$ cat src/rtl/dual_down_timer.sv
module dual_down_timer #(
  parameter int W = 32
) (
  input  logic         clk,
  input  logic         rst_n,
  input  logic         bus_wr,
  input  logic [7:0]   bus_addr,
  input  logic [W-1:0] bus_wdata,
  output logic [W-1:0] bus_rdata,
  output logic         irq_a,
  output logic         irq_b
);
  localparam logic [7:0] OFF_CTRL = 8'h00;
  localparam logic [7:0] OFF_STAT = 8'h1C;
  localparam logic [7:0] OFF_BCNT = 8'h40;

  logic         half;
  logic         run  [2];
  logic         upd  [2];
  logic         arl  [2];
  logic         stat [2];
  logic         fire [2];
  logic [W-1:0] cnt  [2];
  logic [W-1:0] cbuf [2];
  logic [W-1:0] mbuf [2];
  logic [W-1:0] cmp  [2];

  wire wr_ctrl = bus_wr && bus_addr == OFF_CTRL;
  wire wr_stat = bus_wr && bus_addr == OFF_STAT;

  always_ff @(posedge clk or negedge rst_n)
    if (!rst_n) half <= 1'b0;
    else        half <= ~half;

  for (genvar ch = 0; ch < 2; ch++) begin : g_ch
    localparam int  B_RUN = (ch == 0) ? 12 : 20;
    localparam int  B_UPD = B_RUN + 1;
    localparam int  B_ARL = (ch == 0) ? 15 : 22;
    localparam logic [7:0] OFF_CB = 8'h04 + 8'(8 * ch);
    localparam logic [7:0] OFF_MB = 8'h08 + 8'(8 * ch);

    assign fire[ch] = half && run[ch] && !upd[ch] && cnt[ch] == '0;

    always_ff @(posedge clk or negedge rst_n)
      if (!rst_n) begin
        run[ch] <= 1'b0;
        upd[ch] <= 1'b0;
        arl[ch] <= 1'b0;
      end else if (wr_ctrl) begin
        run[ch] <= bus_wdata[B_RUN];
        upd[ch] <= bus_wdata[B_UPD];
        arl[ch] <= bus_wdata[B_ARL];
      end else if (fire[ch] && !arl[ch]) begin
        run[ch] <= 1'b0;
      end

    always_ff @(posedge clk or negedge rst_n)
      if (!rst_n) begin
        cbuf[ch] <= '0;
        mbuf[ch] <= '0;
      end else if (bus_wr) begin
        if (bus_addr == OFF_CB) cbuf[ch] <= bus_wdata;
        if (bus_addr == OFF_MB) mbuf[ch] <= bus_wdata;
      end

    always_ff @(posedge clk or negedge rst_n)
      if (!rst_n) begin
        cnt[ch] <= '0;
        cmp[ch] <= '0;
      end else if (upd[ch]) begin
        cnt[ch] <= cbuf[ch];
        cmp[ch] <= mbuf[ch];
      end else if (half && run[ch]) begin
        if (cnt[ch] != '0)  cnt[ch] <= cnt[ch] - 1'b1;
        else if (arl[ch])   cnt[ch] <= cbuf[ch];
      end

    always_ff @(posedge clk or negedge rst_n)
      if (!rst_n)        stat[ch] <= 1'b0;
      else if (fire[ch]) stat[ch] <= 1'b1;
      else if (wr_stat && bus_wdata[ch]) stat[ch] <= 1'b0;

    assert_irq_pulse_R5: assert property (@(posedge clk) disable iff (!rst_n)
      fire[ch] |=> !fire[ch]);
    assert_stat_set_R5: assert property (@(posedge clk) disable iff (!rst_n)
      fire[ch] |=> stat[ch]);
    assert_reload_R2: assert property (@(posedge clk) disable iff (!rst_n)
      (fire[ch] && arl[ch]) |=> cnt[ch] == $past(cbuf[ch]));
    assert_oneshot_stop_R6: assert property (@(posedge clk) disable iff (!rst_n)
      (fire[ch] && !arl[ch] && !wr_ctrl) |=> (!run[ch] && cnt[ch] == '0));
    assert_hold_R4: assert property (@(posedge clk) disable iff (!rst_n)
      (!run[ch] && !upd[ch]) |=> cnt[ch] == $past(cnt[ch]));
    assert_manual_load_R3: assert property (@(posedge clk) disable iff (!rst_n)
      upd[ch] |=> (cnt[ch] == $past(cbuf[ch]) && cmp[ch] == $past(mbuf[ch])));
    assert_step_R8: assert property (@(posedge clk) disable iff (!rst_n)
      (half && run[ch] && !upd[ch] && cnt[ch] != '0) |=> cnt[ch] == $past(cnt[ch]) - 1'b1);
  end

  assign irq_a = fire[0];
  assign irq_b = fire[1];

  always_comb begin
    bus_rdata = '0;
    case (bus_addr)
      OFF_CTRL: begin
        bus_rdata[12] = run[0];
        bus_rdata[13] = upd[0];
        bus_rdata[15] = arl[0];
        bus_rdata[20] = run[1];
        bus_rdata[21] = upd[1];
        bus_rdata[22] = arl[1];
      end
      8'h04:    bus_rdata = cbuf[0];
      8'h08:    bus_rdata = mbuf[0];
      8'h0C:    bus_rdata = cbuf[1];
      8'h10:    bus_rdata = mbuf[1];
      8'h14:    bus_rdata = cmp[0];
      8'h18:    bus_rdata = cmp[1];
      OFF_STAT: bus_rdata[1:0] = {stat[1], stat[0]};
      OFF_BCNT: bus_rdata = cnt[1];
      default:  bus_rdata = '0;
    endcase
  end
endmodule

$ cat config.mk
export PLATFORM = sky130hd
export DESIGN_NAME = dual_down_timer
export DESIGN_NICKNAME = d
export VERILOG_FILES = /design/src/rtl/dual_down_timer.sv
export SDC_FILE = /design/constraint.sdc
export NUM_CORES = 1
export LEC_CHECK = 0
export ABC_CLOCK_PERIOD_IN_PS = 7800
export CAP_MARGIN = 20
export CORE_UTILIZATION = 40
export DETAILED_ROUTE_END_ITERATION = 10
export PLACE_DENSITY_LB_ADDON = 0.08
export SYNTH_ARGS = -nofsm -noshare
export SYNTH_HDL_FRONTEND = slang
export SYNTH_SLANG_ARGS = --single-unit
$ cat constraint.sdc
create_clock -name clk -period 7.8 [get_ports clk]
set_clock_uncertainty 0.1 [all_clocks]
set_input_delay 1.56 -clock clk [delete_from_list [all_inputs] [get_ports clk]]
set_output_delay 1.56 -clock clk [all_outputs]
set_load 0.05 [all_outputs]
==> results.md <==
* Status: finished clean
* Detailed router's first-iteration violation count at 672
* Share of cells above drive strength 1 at 0.236
* Rel. slew slack at 0.271
* Synth warn at 0
* Largest fanout on the critical path at 5
* Max incr delay on CP at slightly below 0.9 ns
* Clock buffer depth at 3
* P&R area growth vs syn at 16.9%
* Min Tclk post-route at 6.34 ns
* Gr ovfl total at 0
* TritonCTS clock tree: built
* DR vias/cell at 5.96
* Power density cells at approximately 250 nW/µm²
* Clock Latency Late Sink at 0.56 ns
* First-pass GRT wire length at slightly above 60000 µm
* Fill cell count at approximately 3000
* Crit path cell chain: clkdlybuf4s50_1 > nor3_1 > nand2_1 > nor3_1 > a222oi_1 > o211ai_1 > clkdlybuf4s50_1
* Synth unique cells at between 60 and 70
* Share of the synthesized area in the top cell type at 0.496
* Synthesized area at between 10000 and 15000 µm²
* Final Hold Slack at 0.381 ns
* Total CTS buffers at 31
* Via count at 10300
* Inserted Diodes at 0
* Placed instance area at about 15000 µm²
* Worst-margin pin slew at 1.09 ns
* Largest net degree at the start of global routing at 137
* Drt total wl at between 40000 and 50000 µm
* Mapped Cells at 1202
* Gr usage total at 0.240
* Initial antenna violation count at 0
* CP Data Required Time at a little over 6 ns
* Crit path arrival time at approximately 4.7 ns
* Final worst-path cycle share at 0.813
* CP endpoint kind: output pin
* Top-count cell post-synth: dfrtp_1
* Top post-synthesis cells by count: dfrtp_1, mux2_2, nand2_1, a21oi_1
* RSZ-0062 raised after global routing: false
* Io pins at 77
* Post-CTS Setup Inserts at 0
* Setup_tns at 0 ns
* Number of synthesized flops with an enable pin at 0
* Cell taking the most area after synthesis: dfrtp_1
* Max IR drop VDD at 174 µV
* H-tree depth at 1
* Max Cap Viol at 0
* #FFs+latches synth at ~270
* Detailed Routing Iterations Pass 1 at 6
* RePlAce Congestion at around 0.86
* Hold_buf cts at 0
* # DRC at 0
* Number of gates resized after CTS at 0
* Area contributors post-synth: dfrtp_1, mux2_2, mux2i_1
* Detailed placement HPWL at 27000 µm
* Async SR Flop Fraction at 1.00
* Final setup violation count at 0
* Num rows at 66
* Post-route cell area at 15600 µm²
* Core Region at ~33000 µm²
* Buf/Inv on CP at 2
* Horiz. Die Dim at 185 µm
* I/O Buffers at 76
* Worst hold path type: reg2reg
* Mean post-synth cell area at 11.1 µm²
* Max Slew Vio Count at 0
* Hold Violations, Final at 0
* Starting Density at 0.409
* DR WL/cell at between 20 and 25 µm
* Static leakage at between 7 and 8 nW
* Startpoint types: input port
* CP delay by family, top: simple AND/OR/NAND/NOR gates
* Setup Crit Path Kind: in2out
* Die area at 34100 µm²
* Crit-path slowest cell: clkdlybuf4s50_1
* TritonCTS Sinks at 265
* DP Cell Count at 1671
* Sequential area share after synthesis at 0.496
* Fin cells at between 1500 and 2000
* Fmax at 158 MHz
* Die Y at 185 µm
* Detail Route Antenna Nets at 0
* Main synth FF type: dfrtp_1
* Nets at between 1000 and 1500
* Vias in the first global route at 10400
* Root buf cell: clkbuf_16
* Clock Pin Slew Worst Setup and Hold Paths at about 0.060 ns
* Post-Syn Nets at between 1000 and 1500
[sequential cells by signal, indices dropped and copies added (netlist names)]
register  flops
arl           2
cbuf         64
cmp          64
cnt          64
half          1
mbuf         64
run           2
stat          2
upd           2
[area by class of cell]
class                           instances  area (µm²)  area share
Clock buffer                           44         875      0.0560
Clock inverter                          7        88.8     0.00569
Inverter                               19        71.3     0.00457
Multi-Input combinational cell        840        6360       0.407
Sequential cell                       265        6630       0.425
Tap cell                              442         553      0.0354
Timing Repair Buffer                  107        1030      0.0662
[cells by family after synthesis]
kind of cell | after synthesis | share of synthesized area
flops | 265 | 0.496
simple gates | 281 | 0.104
mux | 270 | 0.224
compound gates | 285 | 0.142
fa+ha+maj | 4 | 0.00375
buf+inv | 97 | 0.0295
[placed cells by master, fill, tap and decap left out, types with 21 or more instances in the layout]
cell and n:
mux2i_1 64, mux2_2 198, clkdlybuf4s50_1 74, nand3_1 21, clkbuf_16 31, o21ai_0 40, a21oi_1 78, a22oi_1 35
buf_4 28, dfrtp_1 263, o22ai_1 32, nor3_1 32, nor2_1 64, nand2_1 78
[metrics by stage]
| stage | worst slack (ns) | power (mW) | util |
|---|---|---|---|
| 2_1_floorplan | 2.65 | 2.22 | - |
| 3_3_place_gp | 1.38 | 2.49 | 0.447 |
| 3_5_place_dp | 1.31 | 2.51 | 0.447 |
| 4_1_cts | 1.30 | 3.92 | 0.477 |
| 5_1_grt | 1.33 | 4.08 | 0.478 |
| 6_report | 1.46 | 3.89 | 0.478 |
[path summary, 6_finish.rpt]
kind,start,to,slack [ns],depth (start not counted)
max,bus_addr[5],bus_rdata[1],1.46,7
min,stat[0]$_DFFE_PN0P_,stat[0]$_DFFE_PN0P_,0.38,1
max reg2reg,cnt[21]$_DFFE_PN0P_,cnt[6]$_DFFE_PN0P_,4.29,7
min reg2reg,stat[0]$_DFFE_PN0P_,stat[0]$_DFFE_PN0P_,0.38,1
max in group asynchronous,rst_n,upd[0]$_DFFE_PN0P_,5.26,2
min in group asynchronous,rst_n,mbuf[11]$_DFFE_PN0P_,0.95,1
[per-layer routing]
metal	GRT usage	up-vias	wire length, µm
met5	0	-	0
met4	0.0698	0	1110
met3	0.0279	65	1570
met2	0.399	239	18900
met1	0.328	5295	18600
li1	-	4668	-
[where the power goes]
group          leakage, nW  internal, mW  switching [mW]
Sequential            3.61          1.54           0.207
Clock                0.475         0.833           0.567
Combinational         3.08         0.307           0.436
Power figures use the tool's default switching activity.
